File: src/rtl/gcd_hs_pkg.sv
package gcd_hs_pkg;

    localparam int unsigned GCD_W = 8;

    // Handshake channel indices inside the request/acknowledge vectors
    localparam int CH_LDA  = 0;
    localparam int CH_LDB  = 1;
    localparam int CH_CMP  = 2;
    localparam int CH_SUBA = 3;
    localparam int CH_SUBB = 4;
    localparam int CH_RES  = 5;
    localparam int NCH     = 6;

    typedef enum logic [1:0] {
        CMP_GT = 2'd0,
        CMP_EQ = 2'd1,
        CMP_LT = 2'd2
    } cmp_code_e;

    typedef enum logic [1:0] {
        SRC_HOLD = 2'd0,
        SRC_EXT  = 2'd1,
        SRC_DIFF = 2'd2
    } src_sel_e;

    typedef struct packed {
        logic gt;
        logic eq;
        logic lt;
    } mag_flags_t;

    function automatic cmp_code_e encode_flags(input mag_flags_t f);
        cmp_code_e c;
        if (f.gt)      c = CMP_GT;
        else if (f.lt) c = CMP_LT;
        else           c = CMP_EQ;
        return c;
    endfunction

    // Load has priority over a subtraction on the same register
    function automatic src_sel_e pick_source(input logic load, input logic sub_ok);
        src_sel_e s;
        if (load)        s = SRC_EXT;
        else if (sub_ok) s = SRC_DIFF;
        else             s = SRC_HOLD;
        return s;
    endfunction

endpackage

File: src/rtl/hs_channel.sv
module hs_channel (
    input  logic clk,
    input  logic rst,
    input  logic req,
    output logic ack,
    output logic start
);
    logic ack_q;

    // Acknowledge mirrors the request one clock later
    always_ff @(posedge clk) begin
        if (rst) ack_q <= 1'b0;
        else     ack_q <= req;
    end

    // The action fires on the edge where the request is high but not yet acknowledged
    assign start = req & ~ack_q;
    assign ack   = ack_q;
endmodule

File: src/rtl/mag_compare.sv
module mag_compare
    import gcd_hs_pkg::*;
#(
    parameter int unsigned W = GCD_W
) (
    input  logic [W-1:0] lhs,
    input  logic [W-1:0] rhs,
    output mag_flags_t   flags
);
    always_comb begin
        flags.gt = (lhs > rhs);
        flags.lt = (lhs < rhs);
        flags.eq = (lhs == rhs);
    end
endmodule

File: src/rtl/operand_reg.sv
module operand_reg
    import gcd_hs_pkg::*;
#(
    parameter int unsigned W = GCD_W
) (
    input  logic         clk,
    input  logic         rst,
    input  logic         load,
    input  logic         sub_ok,
    input  logic [W-1:0] ext,
    input  logic [W-1:0] other,
    output logic [W-1:0] q
);
    logic [W-1:0] q_r;
    logic [W-1:0] diff;
    logic [W-1:0] nxt;
    src_sel_e     sel;

    assign diff = q_r - other;
    assign sel  = pick_source(load, sub_ok);

    always_comb begin
        case (sel)
            SRC_EXT:  nxt = ext;
            SRC_DIFF: nxt = diff;
            default:  nxt = q_r;
        endcase
    end

    always_ff @(posedge clk) begin
        if (rst) q_r <= '0;
        else     q_r <= nxt;
    end

    assign q = q_r;
endmodule

File: src/rtl/gcd_hs_datapath.sv
module gcd_hs_datapath
    import gcd_hs_pkg::*;
#(
    parameter int unsigned W = GCD_W
) (
    input  logic         clk,
    input  logic         rst,
    input  logic [W-1:0] a_in,
    input  logic [W-1:0] b_in,
    input  logic         a_load_req,
    output logic         a_load_ack,
    input  logic         b_load_req,
    output logic         b_load_ack,
    input  logic         cmp_req,
    output logic         gt_ack,
    output logic         eq_ack,
    output logic         lt_ack,
    input  logic         a_sub_req,
    output logic         a_sub_ack,
    input  logic         b_sub_req,
    output logic         b_sub_ack,
    input  logic         res_req,
    output logic         res_ack,
    output logic [W-1:0] res_out
);
    logic [NCH-1:0] req_vec;
    logic [NCH-1:0] ack_vec;
    logic [NCH-1:0] start_vec;

    logic [W-1:0] a_q;
    logic [W-1:0] b_q;
    logic [W-1:0] res_q;
    mag_flags_t   flags;
    cmp_code_e    cmp_q;

    assign req_vec[CH_LDA]  = a_load_req;
    assign req_vec[CH_LDB]  = b_load_req;
    assign req_vec[CH_CMP]  = cmp_req;
    assign req_vec[CH_SUBA] = a_sub_req;
    assign req_vec[CH_SUBB] = b_sub_req;
    assign req_vec[CH_RES]  = res_req;

    for (genvar i = 0; i < NCH; i++) begin : g_ch
        hs_channel u_ch (
            .clk   (clk),
            .rst   (rst),
            .req   (req_vec[i]),
            .ack   (ack_vec[i]),
            .start (start_vec[i])
        );
    end

    mag_compare #(.W(W)) u_cmp (
        .lhs   (a_q),
        .rhs   (b_q),
        .flags (flags)
    );

    // A subtracts only when A > B, B only when B > A: no underflow
    operand_reg #(.W(W)) u_reg_a (
        .clk    (clk),
        .rst    (rst),
        .load   (start_vec[CH_LDA]),
        .sub_ok (start_vec[CH_SUBA] & flags.gt),
        .ext    (a_in),
        .other  (b_q),
        .q      (a_q)
    );

    operand_reg #(.W(W)) u_reg_b (
        .clk    (clk),
        .rst    (rst),
        .load   (start_vec[CH_LDB]),
        .sub_ok (start_vec[CH_SUBB] & flags.lt),
        .ext    (b_in),
        .other  (a_q),
        .q      (b_q)
    );

    // Verdict frozen on the opening edge of the compare handshake
    always_ff @(posedge clk) begin
        if (rst)                    cmp_q <= CMP_EQ;
        else if (start_vec[CH_CMP]) cmp_q <= encode_flags(flags);
    end

    always_ff @(posedge clk) begin
        if (rst)                               res_q <= '0;
        else if (start_vec[CH_RES] && flags.eq) res_q <= a_q;
    end

    assign a_load_ack = ack_vec[CH_LDA];
    assign b_load_ack = ack_vec[CH_LDB];
    assign a_sub_ack  = ack_vec[CH_SUBA];
    assign b_sub_ack  = ack_vec[CH_SUBB];
    assign res_ack    = ack_vec[CH_RES];
    assign gt_ack     = ack_vec[CH_CMP] & (cmp_q == CMP_GT);
    assign eq_ack     = ack_vec[CH_CMP] & (cmp_q == CMP_EQ);
    assign lt_ack     = ack_vec[CH_CMP] & (cmp_q == CMP_LT);
    assign res_out    = res_q;
endmodule

File: config.mk
export PLATFORM = sky130hd
export DESIGN_NAME = gcd_hs_datapath
export DESIGN_NICKNAME = d
export VERILOG_FILES = /design/src/rtl/gcd_hs_pkg.sv /design/src/rtl/hs_channel.sv /design/src/rtl/mag_compare.sv /design/src/rtl/operand_reg.sv /design/src/rtl/gcd_hs_datapath.sv
export SDC_FILE = /design/constraint.sdc
export NUM_CORES = 1
export LEC_CHECK = 0
export ABC_AREA = 1
export ABC_CLOCK_PERIOD_IN_PS = 1900
export CAP_MARGIN = 20
export CORE_MARGIN = 4
export CORE_UTILIZATION = 45
export DETAILED_ROUTE_END_ITERATION = 10
export DONT_BUFFER_PORTS = 1
export PLACE_DENSITY = 0.71
export SETUP_SLACK_MARGIN = 0.3
export SYNTH_ARGS = -nofsm -noshare
export SYNTH_HDL_FRONTEND = slang
export SYNTH_SLANG_ARGS = --single-unit
File: constraint.sdc
create_clock -name clk -period 1.9 [get_ports clk]
set_input_delay 0.095 -clock clk [delete_from_list [all_inputs] [get_ports clk]]
set_output_delay 0.095 -clock clk [all_outputs]
set_load 0.01 [all_outputs]
== Yosys cells after proc, flatten, opt, wreduce, memory -nomap -nowiden ==
Index checks and enable logic that the tools add are counted.
Word-level totals
  register bits after elaboration: 32
  input bits: 24
  output and inout bits: 16
  logic and storage cells: 50
Operators by class
  add/subtract/negate cells: 2
  magnitude comparators: 2
  equality and inequality tests: 7
  mux-type cells: 8
  bitwise operators: 17
  reduce and logical (&&, ||, !) cells: 4
Operator list (count)
  $pmux W8 S2: 2
  $sub A8 B8 Y8: 2
  $mux W2: 6
  $and A1 B1 Y1: 11
  $eq A8 B8 Y1: 1
  $gt A8 B8 Y1: 1
  $lt A8 B8 Y1: 1
  $eq A2 B1 Y1 const B: 3
  $eq A2 B2 Y1 const B: 3
  $not A1 Y1: 6
  $reduce_bool A2 Y1: 2
  $logic_not A2 Y1: 1
  $logic_and A1 B1 Y1: 1

== Logic depth before layout (Yosys ltp) ==
Gate-level depths: netlist (run 1).
  depth in word-level cells: 7
  depth in mapped cells: 13
  gate-level depth less buffers: 13

== Cells and area by module ==
A second synthesis (run 1) with hierarchy kept.
Unflattened totals
  cell total of the unflattened synthesis: 327
  area total of the unflattened synthesis: 2260.9 sq um
Modules (own cells, without submodules)
  operand_reg: instances 2, cells an instance 105, area each 696.9 sq um
  gcd_hs_datapath: instances 1, cells an instance 55, area each 435.4 sq um
  mag_compare: instances 1, cells an instance 38, area each 244.0 sq um
  hs_channel: instances 6, cells an instance 4, area each 31.3 sq um

== Worst setup path after synthesis (run 1) ==
No wires, ideal clock.
  path type: register -> register
  from: register u_reg_a.q_r[0] (netlist: u_reg_a.q[0])
  to: register u_reg_a.q_r[5] (netlist: u_reg_a.q[5])
  arrival time: 1.772 ns
  data required time: 1.785 ns
  path slack: 0.014 ns
  stages on the path, launching flop included: 14
  path buffers: 0
  cell sequence: dfxtp_1 inv_1 ha_1 fa_1 inv_1 nand2_1 nand2_1 nand3_4 nand2_4 nand2_4 nand2_4 nand2_1 nor2_1 nor2_1
On the way
  longest elaborated chain between the ends: 6
  elaborated cells on any way between the ends: 9
  those cells by class: 1 x add/sub; 1 x order compare; 2 x eq/ne; 3 x mux; 1 x bitwise; 1 x reduce/logical
Ends and longest elaborated chain
  start: declaration: RTL line operand_reg.sv:14  | logic [W-1:0] q_r;
  start signal: assignment: RTL line operand_reg.sv:32  | else q_r <= nxt;
  $gt A8 B8 Y1: RTL line mag_compare.sv:11  | flags.gt = (lhs > rhs);
  $and A1 B1 Y1: RTL line gcd_hs_datapath.sv:64  | .sub_ok (start_vec[CH_SUBA] & flags.gt),
  $mux W2: RTL line gcd_hs_pkg.sv:44  | else if (sub_ok) s = SRC_DIFF;
  $mux W2: RTL line gcd_hs_pkg.sv:43  | if (load) s = SRC_EXT;
  $eq A2 B2 Y1 / $eq A2 B1 Y1 (equally long branches): RTL line operand_reg.sv:23  | case (sel)
  $pmux W8 S2 / $reduce_bool A2 Y1 (equally long branches)
Several ways; a longest one is shown, not always the timed one.
A chain may end at the register's enable or synchronous reset.

== Final worst setup path (run 1) ==
  from: register u_reg_a.q_r[0] (netlist: u_reg_a.q[0])
  to: register u_reg_a.q_r[1] (netlist: u_reg_a.q[1])
Same word-level chain as after synthesis.

==> results of run 1 <==
==> state kept, by name (all words and copies together) (netlist names) <==
name           count
u_reg_a.q          8
cmp_q              2
u_reg_b.q          8
g_ch.u_ch.ack      6
res_out            8
==> metal layers <==
| metal | global-route usage | vias to the layer above | wire length, µm |
|---|---|---|---|
| met2 | 0.389 | 112 | 3480 |
| met3 | 0.0522 | 31 | 460 |
| met1 | 0.275 | 1078 | 2880 |
| met4 | 0.0854 | 0 | 282 |
| li1 | - | 1120 | - |
| met5 | 0 | - | 0 |
==> how the worst max path moves through the flow <==
stage                       from           end  slack [ns]  depth (start not counted)
finish              u_reg_a.q[0]  u_reg_a.q[1]       0.003                         13
global route        u_reg_a.q[4]  u_reg_a.q[1]       -0.11                         12
CTS                 u_reg_a.q[0]  u_reg_a.q[4]        0.09                         13
detailed placement  u_reg_a.q[0]  u_reg_a.q[6]        0.04                         13
global placement    u_reg_a.q[0]  u_reg_a.q[4]        0.07                         13
floorplan           u_reg_a.q[0]  u_reg_a.q[4]        0.16                         13
==> repair_timing <==
action / in CTS / in global routing
setup buffers: 13 / 12
pin swaps: 13 / 23
endpoints found under the hold margin: 10 / 0
cloned: 3 / 0
resized for setup: 37 / 40
hold buffers: 11 / 0
endpoints found under the setup margin: 26 / 26
==> power by group through the flow <==
| stage | combinational [W] | sequential [W] | clock (W) |
|---|---|---|---|
| 2_1_floorplan | 0.00139 | 0.000867 | 0 |
| 3_5_place_dp | 0.00175 | 0.000881 | 0 |
| 6_report | 0.00247 | 0.000898 | 0.000594 |
| 5_1_grt | 0.00271 | 0.000911 | 0.000640 |
| 4_1_cts | 0.00209 | 0.000884 | 0.000604 |
| 3_3_place_gp | 0.00174 | 0.000878 | 0 |
==> per-stage QoR <==
step	utilization	setup TNS (ns)	hold WS (ns)
floorplan	-	0	0.167
global placement	0.512	0	0.168
CTS	0.610	0	0.00449
detailed placement	0.512	0	0.171
global route	0.658	-0.459	0.0206
finish	0.658	0	0.0112
==> cell usage after synthesis <==
cell       n  area, µm²
nand2_2    5       31.3
mux2i_1    3       30.0
nand3_1   18       90.1
a21oi_4    1       16.3
inv_1     54        203
o21ai_0   14       70.1
clkinv_1   1       3.75
nand3_4    3       52.6
ha_1      15        188
nor2_2     4       25.0
a21oi_2    3       26.3
fa_1       2       40.0
nor3_2     1       10.0
buf_6      1       11.3
o21bai_1   2       15.0
o21ai_1    7       35.0
nor3_1     2       10.0
and2_1     1       6.26
nand2_4    3       33.8
nor2_4     1       11.3
nor3_4     1       16.3
xnor2_1    1       8.76
a21oi_1   18       90.1
xor2_1     3       26.3
clkbuf_1   2       7.51
dfxtp_1   32        641
or2_1      2       12.5
nor2_1    38        143
nand4_1    4       25.0
or2_2      1       6.26
nand2_1   78        293
==> logic make-up (layout without fill, tap and decap cells) <==
logic type      after synthesis  after routing  synth area share
compound gates               45             45             0.116
simple gates                162            164             0.352
buf+inv                      58            109             0.103
mux                           3              3            0.0138
fa+ha+maj                    17             17             0.105
xor+xnor                      4              4            0.0161
flops                        32             32             0.294
==> layout make-up <==
class	instances	area [µm²]	share of cell area
Sequential cell	32	661	0.214
Inverter	55	213	0.0689
Clock buffer	7	96.3	0.0312
Timing Repair Buffer	47	423	0.137
Multi-Input combinational cell	233	1630	0.527
Tap cell	54	67.6	0.0219
==> worst max-delay path: stages, from the launching register on <==
cell and delay (ns):
dfxtp_2 0.34, inv_2 0.05, ha_4 0.15, fa_2 0.34
inv_2 0.09, nand2_4 0.06, nand2_4 0.07, nand3_4 0.12
nand2_8 0.13, nand3_4 0.15, nand2_1 0.11, nand2_1 0.08
inv_1 0.06, nor2_1 0.05
==> reports/results.txt, run 1 <==
Min cycle time layout - 1.90 ns
Post-route cell area - 0.00309 mm²
IO Port Bufs - 0
TritonCTS clock tree - done
Final non-filler cell total - 428
Combinational share of power - 0.623
Largest net degree at the start of global routing - 16
Max H-tree Level - 2
Sequential fraction of the synthesis area - 0.294
Status - finished clean
Pwr Total - 0.00396 W
Antenna violations before repair - 0
Routability cong. - 0.880
Min-Delay Endpoint - u_reg_b.q[0]
NumNets Final - 415
Number of global-route vias before repair - 2294
Core area - 0.00469 mm²
Hold Crit Depth - 4
Final setup fails - 0
Synthesized area - 0.00218 mm²
Clock Tree Root - clkbuf_8
Area Growth Syn to Fin - 41.7%
Hold_sp - b_in[0]
Post-Syn Nets - 362
Worst path arrival time - 2.08 ns
DRC errors left - 0
HP Class - in2reg
Clk pwr share - 0.150
Commonest cells after routing, fill and taps aside - nand2_1 (69), inv_1 (45), nor2_1 (30)
Drt first pass iters - 5
Via Count - 2341
RSZ-0062 raised after global routing - yes
Maximum VDD drop - 0.784 mV
Ys Warns - 0
Post-route ant nets - 0
Global-route wire length before repair - 10800 µm
Final Max Slew Viols - 0
Dpl ws - 0.0352 ns
Period utilisation layout - 0.998
Psw - 0.00183 W
Clock Tree Buf Depth - 2
Rows - 25
Clk sinks - 32
DRT Wirelength - 7100 µm
Setup crit start kind - register
Highest Clock Rate - 0.527 GHz
Die X - 77.6 µm
Final Hold Vio Count - 0
Static Leak - 1.44 nW
Max-cap check violation count - 0
#FFs+latches synth - 32
Synth cell types - 31
Fill cell count - 350
Initial DRC count - 157
Relative max-transition margin - 0.612
Mean Syn Cell Area - 6.78 µm²
Clk_skew - 0.0119 ns
CP Capture Type - register
Critical Setup Path Class - reg2reg
Drt via density - 5.47
Placement Cell Area - 0.00240 mm²
Final HPWL DP - 4190 µm
Clock buffer count from CTS - 5
Placed Cells - 382
Worst R2R End - u_reg_a.q[1]
Die area - 0.00601 mm²
Drt wl/cell - 16.6 µm
Top Ports - 40
Total track usage - 0.227
Internal power - 0.00213 W
Worst-Margin Slew - 0.580 ns
Overflow after GRT - 0
Die Y - 77.6 µm
Reg power frac - 0.227
Crit path required time - 2.08 ns
CP Max Fanout - 7
Worst R2R Start - u_reg_a.q[0]
Worst reg2reg path depth - 13
Initial Util - 0.464
Reg2reg setup slack - 0.003 ns
Share of layout cells above drive strength 1 - 0.353
Clk slew on worst S/H paths - 0.07 ns
Setup ws final - 0.00303 ns
Switch share - 0.461
Pwr dens - 1280 mW/mm²
Commonest non-fill, non-tap cell in the layout - nand2_1
# diodes - 0
Clock Latency Late Sink - 0.30 ns
Synthesized netlist cell count - 321
Note: power is estimated with default switching activity, not from simulation.
==> run 2, diff against run 1 <==
BUFFER_PORTS_ARGS = -buffer_cell sky130_fd_sc_hd__buf_2   (was not set)
DONT_BUFFER_PORTS = not set   (was 1)
PLACE_DENSITY = 0.78   (was 0.71)
==> run 2 against run 1 <==
The run now ends with negative setup slack left; critical path depth is 1 lower; sequential power is 0.4% lower; via count is 8.6% higher; hold slack better by 0.0069 ns; critical endpoint is now u_reg_b.q[5].
==> reports/results.txt, run 2 (synthesized netlist as in run 1, its figures left out) <==
Area Growth Syn to Fin - 50.5% (was 41.7%)
Overflow after GRT - 0 (unchanged)
Via Count - 2543 (was 2341)
Routability cong. - 0.904 (was 0.880)
Core area - 0.00469 mm² (unchanged)
Clock Latency Late Sink - 0.30 ns (about the same)
Post-route ant nets - 0 (unchanged)
DRT Wirelength - 7900 µm (was 7100 µm)
Total track usage - 0.230 (was 0.227)
CP Max Fanout - 7 (unchanged)
Setup crit start kind - register (unchanged)
Largest net degree at the start of global routing - 16 (unchanged)
IO Port Bufs - 39 (was 0)
Top delay family on crit path - simple AND/OR/NAND/NOR gates (unchanged)
Clock Tree Buf Depth - 2 (unchanged)
Initial DRC count - 314 (was 157)
Min cycle time layout - 1.94 ns (was 1.90 ns)
Setup ws final - -0.0447 ns (was 0.00303 ns)
Placed Cells - 420 (was 382)
Failing checks - negative setup slack
Maximum VDD drop - 0.740 mV (was 0.784 mV)
Share of layout cells above drive strength 1 - 0.463 (was 0.353)
CP cell instances - inv_1, ha_1, inv_1, nand2_4, a21oi_4, buf_6, nand2_8, nor2_4, nand2_4, nor2_2, nor2_1, nor2_1 (was inv_2, ha_4, fa_2, inv_2, nand2_4, nand2_4, nand3_4, nand2_8, nand3_4, nand2_1, nand2_1, inv_1, nor2_1)
Pwr dens - 1350 mW/mm² (was 1280 mW/mm²)
Final non-filler cell total - 456 (was 428)
Final HPWL DP - 4490 µm (was 4190 µm)
Max H-tree Level - 2 (unchanged)
TritonCTS clock tree - done (unchanged)
Global-route wire length before repair - 11000 µm (was 10800 µm)
Critical Setup Path Class - reg2reg (unchanged)
Crit path required time - 2.12 ns (was 2.08 ns)
Clk sinks - 32 (unchanged)
Period utilisation layout - 1.02 (was 0.998)
Clk_skew - 0.0136 ns (was 0.0119 ns)
Static Leak - 1.60 nW (was 1.44 nW)
Drt wl/cell - 17.3 µm (was 16.6 µm)
DRC errors left - 0 (unchanged)
NumNets Final - 442 (was 415)
HP Class - in2reg (unchanged)
Final Hold Vio Count - 0 (unchanged)
Initial Util - 0.464 (unchanged)
Util after Layout - 0.698 (was 0.658)
Commonest non-fill, non-tap cell in the layout - nand2_1 (unchanged)
Max incr delay on CP - 0.39 ns (was 0.34 ns)
Final setup fails - 3 (was 0)
Min Hold Slack - 0.0182 ns (was 0.0112 ns)
Worst path arrival time - 2.16 ns (was 2.08 ns)
Clk slew on worst S/H paths - 0.08 ns (was 0.07 ns)
Die Y - 77.6 µm (unchanged)
Die X - 77.6 µm (unchanged)
Relative max-transition margin - 0.607 (was 0.612)
Clock buffer count from CTS - 5 (unchanged)
Drt first pass iters - 5 (unchanged)
Buf/Inv on CP - 3 (unchanged)
RSZ-0062 raised after global routing - yes (unchanged)
Number of global-route vias before repair - 2396 (was 2294)
Highest-delay cell along the critical path - dfxtp_2 (unchanged)
Hold-fix buffer count after cts - 0 (was 11)
Worst-Margin Slew - 0.589 ns (was 0.580 ns)
Top Ports - 40 (unchanged)
Clock Tree Root - clkbuf_8 (unchanged)
Final Max Slew Viols - 0 (unchanged)
# diodes - 0 (unchanged)
Drt via density - 5.58 (was 5.47)
Status - complete, but fails checks (was finished clean)
Commonest cells after routing, fill and taps aside - nand2_1 (67), inv_1 (46), buf_2 (39) (was nand2_1 (69), inv_1 (45), nor2_1 (30))
CP Capture Type - register (unchanged)
Rows - 25 (unchanged)
Max-cap check violation count - 0 (unchanged)
Antenna violations before repair - 0 (unchanged)
Die area - 0.00601 mm² (unchanged)
Highest Clock Rate - 0.514 GHz (was 0.527 GHz)
==> run 2: cell count changes in the layout (fill, tap and decap cells not counted), moves of 3 or more <==
cell and delta:
nand3_1 -3, dfxtp_2 +3, buf_2 +39, nand2_4 +4, nand3_2 +3, nor2_4 +3, dlygate4sd3_1 -11, buf_6 +4
nor2_1 -4
==> run 2: cell type report <==
cell class / instances / area [µm²]
sequential: 32 / 661
inverter: 55 / 206
timing repair buffer: 75 / 503
fill: 315 / 1420
clock buffer: 7 / 96.3
clock inverter: 1 / 30.0
multi-input combinational: 232 / 1710
tap: 54 / 67.6
==> run 2: power breakdown <==
part	switching, W	internal [W]	leakage [nW]
clock	0.000274	0.000463	0.0645
combinational	0.00164	0.00114	1.27
sequential	0.000108	0.000786	0.269
total	0.00202	0.00239	1.60
==> run 2: repair_timing <==
action                                 CTS  global route
setup endpoints to repair               25            26
gates resized for setup                 39            62
buffers inserted                        16            10
cloned                                   2             0
endpoints found under the hold margin    0             0
pin swaps                               24            24
==> run 2: metrics by stage <==
stage | setup TNS, ns | setup slack (ns) | area (µm²) | total power, W
floorplan | 0 | 0.157 | 2280 | 0.00226
global placement | 0 | 0.0534 | 2590 | 0.00264
detailed placement | 0 | 0.00122 | 2590 | 0.00269
CTS | 0 | 0.119 | 3000 | 0.00384
global route | -0.572 | -0.0996 | 3280 | 0.00466
finish | -0.0924 | -0.0447 | 3280 | 0.00441
==> run 2: worst paths after layout <==
path / to / depth (start not counted) / startpoint / slack [ns]
setup / recovery: u_reg_b.q[5] / 12 / u_reg_b.q[5] / -0.04
hold / removal: g_ch[4].u_ch.ack / 3 / b_sub_req / 0.02
setup reg to reg: u_reg_b.q[5] / 12 / u_reg_b.q[5] / -0.04
hold reg to reg: res_out[0] / 2 / u_reg_a.q[0] / 0.52
==> run 2: worst register-to-register path, stage by stage, from the launching register on <==
cell and delay, ns:
dfxtp_2 0.39, inv_1 0.06, ha_1 0.20, inv_1 0.12, nand2_4 0.08, a21oi_4 0.20
buf_6 0.14, nand2_8 0.09, nor2_4 0.17, nand2_4 0.10, nor2_2 0.12, nor2_1 0.05
nor2_1 0.13
==> run 2: layer usage <==
metal  track usage  vias up  part of all wire  routed length (µm)
met5             0        -                 0                   0
met4         0.132        0             0.034                 269
met3        0.0406       33             0.075                 595
met2         0.396      143              0.50                3920
met1         0.266     1201              0.39                3110
li1              -     1166                 -                   -
